`config.mk`:
```
export PLATFORM = sky130hd
export DESIGN_NAME = circ_ptr_updater
export DESIGN_NICKNAME = d
export VERILOG_FILES = /design/src/rtl/circ_ptr_pkg.sv /design/src/rtl/circ_limit_regs.sv /design/src/rtl/circ_wrap_calc.sv /design/src/rtl/circ_ptr_updater.sv
export SDC_FILE = /design/constraint.sdc
export NUM_CORES = 1
export LEC_CHECK = 0
export ABC_CLOCK_PERIOD_IN_PS = 6350
export BUFFER_PORTS_ARGS = -buffer_cell sky130_fd_sc_hd__buf_2
export CAP_MARGIN = 20
export CORE_MARGIN = 2
export CORE_UTILIZATION = 45
export DETAILED_ROUTE_END_ITERATION = 7
export GPL_ROUTABILITY_DRIVEN = 0
export HOLD_SLACK_MARGIN = 0.08
export PLACE_DENSITY = 0.65
export SLEW_MARGIN = 25
export SYNTH_ARGS = -nofsm -noshare
export SYNTH_HDL_FRONTEND = slang
export SYNTH_SLANG_ARGS = --single-unit
```
`constraint.sdc`:
```
create_clock -name clk -period 6.35 [get_ports clk]
set_input_delay 0.635 -clock clk [delete_from_list [all_inputs] [get_ports clk]]
set_output_delay 0.635 -clock clk [all_outputs]
set_load 0.005 [all_outputs]
```
`src/rtl/circ_ptr_pkg.sv`:
```
package circ_ptr_pkg;
  typedef enum logic {ORD_RISING = 1'b0, ORD_FALLING = 1'b1} buf_order_e;
  typedef enum logic {DIR_UP = 1'b0, DIR_DOWN = 1'b1} step_dir_e;
endpackage

```
`src/rtl/circ_limit_regs.sv`:
```
module circ_limit_regs
  import circ_ptr_pkg::*;
#(
  parameter int ADDR_W = 16
) (
  input  logic              clk,
  input  logic              rst,
  input  logic              start_load,
  input  logic [ADDR_W-1:0] start_val,
  input  logic              end_load,
  input  logic [ADDR_W-1:0] end_val,
  output logic [ADDR_W-1:0] start_q,
  output logic [ADDR_W-1:0] end_q,
  output logic [ADDR_W-1:0] lo_q,
  output logic [ADDR_W-1:0] hi_q,
  output logic [ADDR_W:0]   size_q
);
  localparam int SW = ADDR_W + 1;

  logic [ADDR_W-1:0] start_d, end_d, lo_d, hi_d;
  logic [SW-1:0]     size_fwd, size_rev, size_d;
  buf_order_e        order_d;

  always_comb begin
    start_d  = start_load ? start_val : start_q;
    end_d    = end_load ? end_val : end_q;
    order_d  = (start_d > end_d) ? ORD_FALLING : ORD_RISING;
    size_fwd = {1'b0, end_d} - {1'b0, start_d} + SW'(1);
    size_rev = {1'b0, start_d} - {1'b0, end_d} + SW'(1);
    if (order_d == ORD_FALLING) begin
      size_d = size_rev;
      lo_d   = end_d;
      hi_d   = start_d;
    end else begin
      size_d = size_fwd;
      lo_d   = start_d;
      hi_d   = end_d;
    end
  end

  always_ff @(posedge clk) begin
    if (rst) begin
      start_q <= '0;
      end_q   <= '0;
      lo_q    <= '0;
      hi_q    <= '0;
      size_q  <= SW'(1);
    end else begin
      start_q <= start_d;
      end_q   <= end_d;
      lo_q    <= lo_d;
      hi_q    <= hi_d;
      size_q  <= size_d;
    end
  end
endmodule

```
`src/rtl/circ_wrap_calc.sv`:
```
module circ_wrap_calc
  import circ_ptr_pkg::*;
#(
  parameter int ADDR_W = 16
) (
  input  logic [ADDR_W-1:0] cur_ptr,
  input  logic [ADDR_W-1:0] step,
  input  logic              step_down,
  input  logic [ADDR_W-1:0] lo,
  input  logic [ADDR_W-1:0] hi,
  input  logic [ADDR_W:0]   size,
  output logic [ADDR_W-1:0] next_ptr
);
  localparam int EW = ADDR_W + 2;

  logic [EW-1:0] cur_e, step_e, lo_e, hi_e, size_e, tent, fixed;
  logic          neg, above, below, single;
  step_dir_e     dir;

  always_comb begin
    dir    = step_dir_e'(step_down);
    cur_e  = {2'b00, cur_ptr};
    step_e = {2'b00, step};
    lo_e   = {2'b00, lo};
    hi_e   = {2'b00, hi};
    size_e = {1'b0, size};
    single = (size == (ADDR_W+1)'(1));
    tent   = (dir == DIR_DOWN) ? (cur_e - step_e) : (cur_e + step_e);
    neg    = tent[EW-1];
    below  = neg || (tent < lo_e);
    above  = !neg && (tent > hi_e);
    if (single)     fixed = lo_e;
    else if (below) fixed = tent + size_e;
    else if (above) fixed = tent - size_e;
    else            fixed = tent;
    next_ptr = fixed[ADDR_W-1:0];
  end
endmodule

```
`src/rtl/circ_ptr_updater.sv`:
```
module circ_ptr_updater #(
  parameter int ADDR_W = 16
) (
  input  logic              clk,
  input  logic              rst,
  input  logic              ptr_load,
  input  logic [ADDR_W-1:0] ptr_load_val,
  input  logic              start_load,
  input  logic [ADDR_W-1:0] start_val,
  input  logic              end_load,
  input  logic [ADDR_W-1:0] end_val,
  input  logic              upd_en,
  input  logic [ADDR_W-1:0] step,
  input  logic              step_down,
  output logic [ADDR_W-1:0] ptr_out,
  output logic [ADDR_W:0]   buf_size
);
  logic [ADDR_W-1:0] lim_start, lim_end, lim_lo, lim_hi, ptr_q, ptr_next;
  logic [ADDR_W:0]   lim_size;

  circ_limit_regs #(.ADDR_W(ADDR_W)) u_lim (
    .clk        (clk),
    .rst        (rst),
    .start_load (start_load),
    .start_val  (start_val),
    .end_load   (end_load),
    .end_val    (end_val),
    .start_q    (lim_start),
    .end_q      (lim_end),
    .lo_q       (lim_lo),
    .hi_q       (lim_hi),
    .size_q     (lim_size)
  );

  circ_wrap_calc #(.ADDR_W(ADDR_W)) u_wrap (
    .cur_ptr   (ptr_q),
    .step      (step),
    .step_down (step_down),
    .lo        (lim_lo),
    .hi        (lim_hi),
    .size      (lim_size),
    .next_ptr  (ptr_next)
  );

  always_ff @(posedge clk) begin
    if (rst)           ptr_q <= '0;
    else if (ptr_load) ptr_q <= ptr_load_val;
    else if (upd_en)   ptr_q <= ptr_next;
  end

  assign ptr_out  = ptr_q;
  assign buf_size = lim_size;
endmodule

```
; ---- After elaboration in Yosys (flattened, before gate mapping)
; Cells that the tools add are included.
[classes]
n_addsub = 8
multipliers = 0
n_div = 0
order_cmp = 3
eq_ne = 1
shift = 0
n_mux = 12
n_bitwise = 0
n_reduce_logical = 4
[op_table]
columns = op, count
row1 = $mux W16, 9
row2 = $sub A16 B16 Y17, 3
row3 = $add A17 B1 Y17 const B, 2
row4 = $gt A18 B16 Y1, 1
row5 = $lt A18 B16 Y1, 1
row6 = $mux W18, 1
row7 = $add A16 B16 Y17, 1
row8 = $eq A17 B1 Y1 const B, 1
row9 = $mux W17, 1
row10 = $add A16 B16 Y16, 1
row11 = $gt A16 B16 Y1, 1
row12 = $sub A16 B16 Y16, 1
row13 = $reduce_bool A2 Y1, 1
row14 = $logic_and A1 B1 Y1, 1
row15 = $logic_not A1 Y1, 1
row16 = $logic_or A1 B1 Y1, 1
row17 = $mux W1, 1
[totals]
regBits = 97
latchBits = 0
mem_bits_rw = 0
romBits = 0
inputBits = 71
output_inout_bits = 33
elab_cells = 34
mem_count = 0

; ---- Logic depth before layout (Yosys ltp)
[logic_depth]
ltp_word = 9
mapped_depth = 23
depth_no_buf = 21

; ---- Modules after synthesis
; A second synthesis with hierarchy kept.
[unflattened]
hier_cells = 1258
area_unflattened_um2 = 10318.6
[modules_own_cells]
columns = mod, n_inst, cells_per_inst, area_each_um2, seq_area_each_um2
row1 = circ_limit_regs, 1, 569, 5301.3, 1621.6
row2 = circ_wrap_calc, 1, 618, 4211.5, 0.0
row3 = circ_ptr_updater, 1, 71, 805.8, 320.3

; ---- Least setup slack after synthesis
; OpenSTA, ideal clock, no wires.
[synth_timing]
path_kind = in2reg
start = input step[1]
end = register ptr_q[3] (netlist: ptr_out[3])
setup_time_ns = 0.132
arrival_ns = 4.675
t_required_ns = 6.218
setup_slack_ns = 1.543
stages = 22
n_path_buf = 2
path_cell_list = inv_1 > ha_1 > nand2b_1 > a221oi_1 > o41ai_1 > o21ai_0 > o22ai_1 > o41ai_1 > xnor2_1 > inv_1 > ha_1 > a2111oi_0 > o21ai_0 > a21oi_1 > a2bb2oi_1 > a32o_1 > buf_2 > inv_1 > buf_4 > o221a_2 > o221ai_1 > a21oi_1
[synth_between]
elab_chain_cells = 9
word_cells_on_any_way = 15
cone_classes = add/sub: 4 / order compare: 2 / mux: 6 / reduce/logical: 3
[synth_lines]
columns = item, line_no
row1 = from (decl), circ_ptr_updater.sv:13  ; input logic [ADDR_W-1:0] step,
row2 = $add A16 B16 Y17 / $sub A16 B16 Y17 (equally long branches), circ_wrap_calc.sv:28  ; tent = (dir == DIR_DOWN) ? (cur_e - step_e) : (cur_e + step_e);
row3 = $mux W18 (*), circ_wrap_calc.sv:28
row4 = $gt A18 B16 Y1 / $logic_not A1 Y1 (equally long branches), circ_wrap_calc.sv:31  ; above = !neg && (tent > hi_e);
row5 = $logic_and A1 B1 Y1, circ_wrap_calc.sv:31
row6 = $mux W16, circ_wrap_calc.sv:34  ; else if (above) fixed = tent - size_e;
row7 = $mux W16 (*), circ_wrap_calc.sv:33  ; else if (below) fixed = tent + size_e;
row8 = $mux W16 (*), circ_wrap_calc.sv:32  ; if (single) fixed = lo_e;
row9 = $mux W16 (*), circ_ptr_updater.sv:48  ; else if (upd_en) ptr_q <= ptr_next;
row10 = $mux W16 (*), circ_ptr_updater.sv:47  ; else if (ptr_load) ptr_q <= ptr_load_val;
row11 = to (signal assigned), circ_ptr_updater.sv:47
row12 = to (signal assigned), circ_ptr_updater.sv:48
row13 = to (decl), circ_ptr_updater.sv:18  ; logic [ADDR_W-1:0] lim_start, lim_end, lim_lo, lim_hi, ptr_q, ptr_next;
; Every way passes the cells marked *; elsewhere a longest branch is shown, timed or not. The select of a mux whose other input is x is not followed.
; A chain may end at the register's enable or synchronous reset.

; ---- Worst setup path in the final report
[layout_timing]
start = register ptr_q[1] (netlist: ptr_out[1])
end = register ptr_q[7] (netlist: ptr_out[7])
[layout_between]
elab_chain_cells = 9
word_cells_on_any_way = 15
cone_classes = add/sub: 4 / order compare: 2 / mux: 6 / reduce/logical: 3
[layout_lines]
columns = item, line_no
row1 = $add A16 B16 Y17 / $sub A16 B16 Y17 (equally long branches), circ_wrap_calc.sv:28
row2 = $mux W18 (*), circ_wrap_calc.sv:28
row3 = $gt A18 B16 Y1 / $logic_not A1 Y1 (equally long branches), circ_wrap_calc.sv:31
row4 = $logic_and A1 B1 Y1, circ_wrap_calc.sv:31
row5 = $mux W16, circ_wrap_calc.sv:34
row6 = $mux W16 (*), circ_wrap_calc.sv:33
row7 = $mux W16 (*), circ_wrap_calc.sv:32
row8 = $mux W16 (*), circ_ptr_updater.sv:48
row9 = $mux W16 (*), circ_ptr_updater.sv:47
; Marks and branches as above.

==> summary.md <==
| Metric | Value |
|---|---|
| Port bufs | `103` |
| Worst-Skew Late Latency | `0.36 ns` |
| First-pass GRT wire length | `47.0 mm` |
| Fmax | `0.181 GHz` |
| Worst setup SP type | `register` |
| Residual DRC | `0` |
| Dominant synthesized flop cell | `dfxtp_1` |
| Final #Nets | `1591` |
| Leakage | `5.20 nW` |
| Synth top area share | `0.198` |
| Skew final | `0.0149 ns` |
| Gr usage total | `0.250` |
| Io pins | `104` |
| WL final | `29.7 mm` |
| Synthesized cell area | `9940 um^2` |
| Slew Limit Fails | `0` |
| Net Count, Synth | `1516` |
| PwrDens | `429 nW/um^2` |
| Finished Layout Cells | `1635` |
| Post-CTS setup buffer count | `0` |
| Resize count post-CTS | `0` |
| Final Hold Viols | `0` |
| Area growth, synth to finish | `10.7%` |
| WP data arrival | `5.76 ns` |
| Setup Viol. Count Final | `0` |
| Initial Utilization | `0.457` |
| Core ar. | `21800 um^2` |
| Ys Warns | `0` |
| CP required | `6.57 ns` |
| Synth area leader | `ha_1` |
| Final HPWL DP | `23.8 mm` |
| Vias in the first global route | `9101` |
| Max Buffers Root-to-Sink | `2` |
| Clk root buf | `clkbuf_16` |
| Via density | `5.81` |
| Status | `completed` |
| Nature of the critical path endpoint | `register` |
| Crit path time final | `5.53 ns` |
| Post-synthesis register bit count | `97` |
| Die Wd | `153 um` |
| Detailed-route wire length per cell | `18.1 um` |
| Critical Path Slowest Stage Cell | `dfxtp_1` |
| Worst Tran Pin Value | `0.902 ns` |
| Top cells by area, synth | `ha_1 (20%), dfxtp_1 (20%), inv_1 (5.8%), nor2_1 (5.5%), a21oi_1 (5.2%)` |
| Inst Count DP | `1619` |
| Ordered list of cells on the worst path | `ha_1 > nand2b_1 > a221oi_1 > o41ai_1 > o21ai_0 > o22ai_1 > o41ai_1 > xnor2_1 > inv_1 > ha_1 > a2111oi_0 > o21ai_0 > a21oi_1 > a2bb2oi_1 > o211ai_1 > and2_1 > a22o_1 > nor4_1 > o22ai_1` |
| Rows | `54` |
| Layout cells sized above 1 | `0.121` |
| CTS tree | `yes` |
| Max incr delay on CP | `0.55 ns` |
| H-tree levels | `3` |
| Hold Buf Count CTS | `0` |
| Minimum hold slack | `0.543 ns` |
| WHS Path Cells | `2` |
| Unrepaired setup endpoints after global routing | `false` |
| Antenna Nets Post-Route | `0` |
| 1st-pass router iterations | `8` |
| Max-slew headroom | `0.394` |
| Post-synthesis sequential area ratio | `0.195` |
| Max cap viols | `0` |
| Cell count after synthesis | `1275` |
| Syn Area/Cell | `7.79 um^2` |
| Vias | `9501` |
| Worst vdd ir | `0.000246 V` |
| Diode count | `0` |
| Final setup TNS | `0 ns` |
| Die area | `23300 um^2` |
| Dpl ws | `0.682 ns` |
| Final Core Density | `0.505` |
| Async SR Flop Fraction | `0` |
| TritonCTS buffer count | `9` |
| Clock transition at the registers of the reported paths | `0.08 ns` |
| Number of synthesized flops with an enable pin | `0` |
| Synth unique cells | `79` |
| Period utilisation layout | `0.871` |
| FF-to-FF path depth | `19` |
| Sink Count | `97` |
| Min-delay worst type | `register to register` |
| Setup CP Type | `register to register` |
| Initial DRC Count | `618` |
| Worst setup margin | `0.817 ns` |
| Worst-path fanout max | `8` |
| Largest net degree at the start of global routing | `78` |
| Initial antenna violation count | `0` |
| Die Y | `153 um` |
| Total gr overflow | `0` |
[cell type report]
type / instances / area, um^2
fillers: 2205 / 10800
multi-input cells: 970 / 7180
flip-flops and latches: 97 / 1940
repair buffers: 118 / 643
inverters: 154 / 578
well taps: 280 / 350
clock buffers: 9 / 225
clock inverters: 7 / 76.3
[path summary, 6_finish.rpt]
check / end / slack [ns] / startpoint
max: ptr_out[7] / 0.82 / ptr_out[1]
min: ptr_out[11] / 0.54 / u_lim.lo_q[11]
max reg2reg: ptr_out[7] / 0.82 / ptr_out[1]
min reg2reg: ptr_out[11] / 0.54 / u_lim.lo_q[11]
[per-layer routing]
metal | vias up | global-route usage | routed length (um)
li1 | 4669 | - | -
met2 | 348 | 0.396 | 13000
met3 | 89 | 0.0427 | 1810
met4 | 0 | 0.134 | 1610
met5 | - | 0 | 0
met1 | 4395 | 0.325 | 13200
[where the power goes]
part / internal, mW / switching (mW)
combinational: 1.34 / 1.97
sequential: 0.709 / 0.125
clock: 0.309 / 0.264
[cells in the final DEF (no fill, tap or decap), drive strengths merged, types with 8 or more instances in the layout]
cell type / count
nand4: 8
xnor2: 25
nand2: 56
inv: 156
o21bai: 10
a2111oi: 9
o21ai: 53
or3: 13
mux2i: 39
nor4: 8
and2: 8
nand2b: 18
dfxtp: 97
ha: 157
a21o: 13
a221oi: 8
buf: 118
nor3b: 10
o211ai: 14
a211oi: 51
o31ai: 8
a21oi: 103
fa: 13
o22ai: 14
nor3: 35
o21a: 14
nand3: 22
clkbuf: 9
nor2: 145
nor2b: 17
xor2: 15
[registers in the layout, summed over array words and instances, names as in the netlist]
name	count
u_lim.end_q	16
ptr_out	16
u_lim.hi_q	16
u_lim.lo_q	16
u_lim.start_q	16
u_lim.size_q	17
[kinds of logic (layout without fill, tap and decap cells)]
| logic type | after synthesis | after routing | synth area share |
|---|---|---|---|
| AOI/OAI and AO/OA | 361 | 361 | 0.250 |
| and+or+nand+nor | 358 | 358 | 0.172 |
| buffers and inverters | 208 | 288 | 0.0822 |
| adders and majority gates | 170 | 170 | 0.224 |
| DFF | 97 | 97 | 0.195 |
| muxes | 41 | 41 | 0.0416 |
| xor gates and xnor gates | 40 | 40 | 0.0353 |
[critical path, delay by kind of cell, from the launching register on]
kind	cells	cell delay, ns
flops	1	0.55
simple gates	3	0.80
fa+ha+maj	2	0.64
xor+xnor	1	0.22
compound gates	12	3.02
buf+inv	1	0.17
[stage by stage]
step	power [mW]	area (um^2)
after floorplan	3.22	9940
after global placement	4.05	10700
after detailed placement	4.08	10700
after CTS	4.67	11000
after global routing	5.11	11000
final	4.72	11000
[cell usage after synthesis, types with 10 or more instances]
cell      instances
ha_1            157
o21a_1           14
o21ai_0          49
nand2b_1         18
o22ai_1          14
o21bai_1         10
a21o_1           13
xnor2_1          25
nor2b_1          17
o211ai_1         13
dfxtp_1          97
a211oi_1         49
mux2i_1          39
buf_1            13
or3_1            12
nor3_1           34
a21oi_1         103
clkbuf_1         30
nand3_1          21
inv_1           153
xor2_1           15
fa_1             13
nand2_1          55
nor2_1          145
nor3b_1          10
Power figures use the tool's default switching activity.
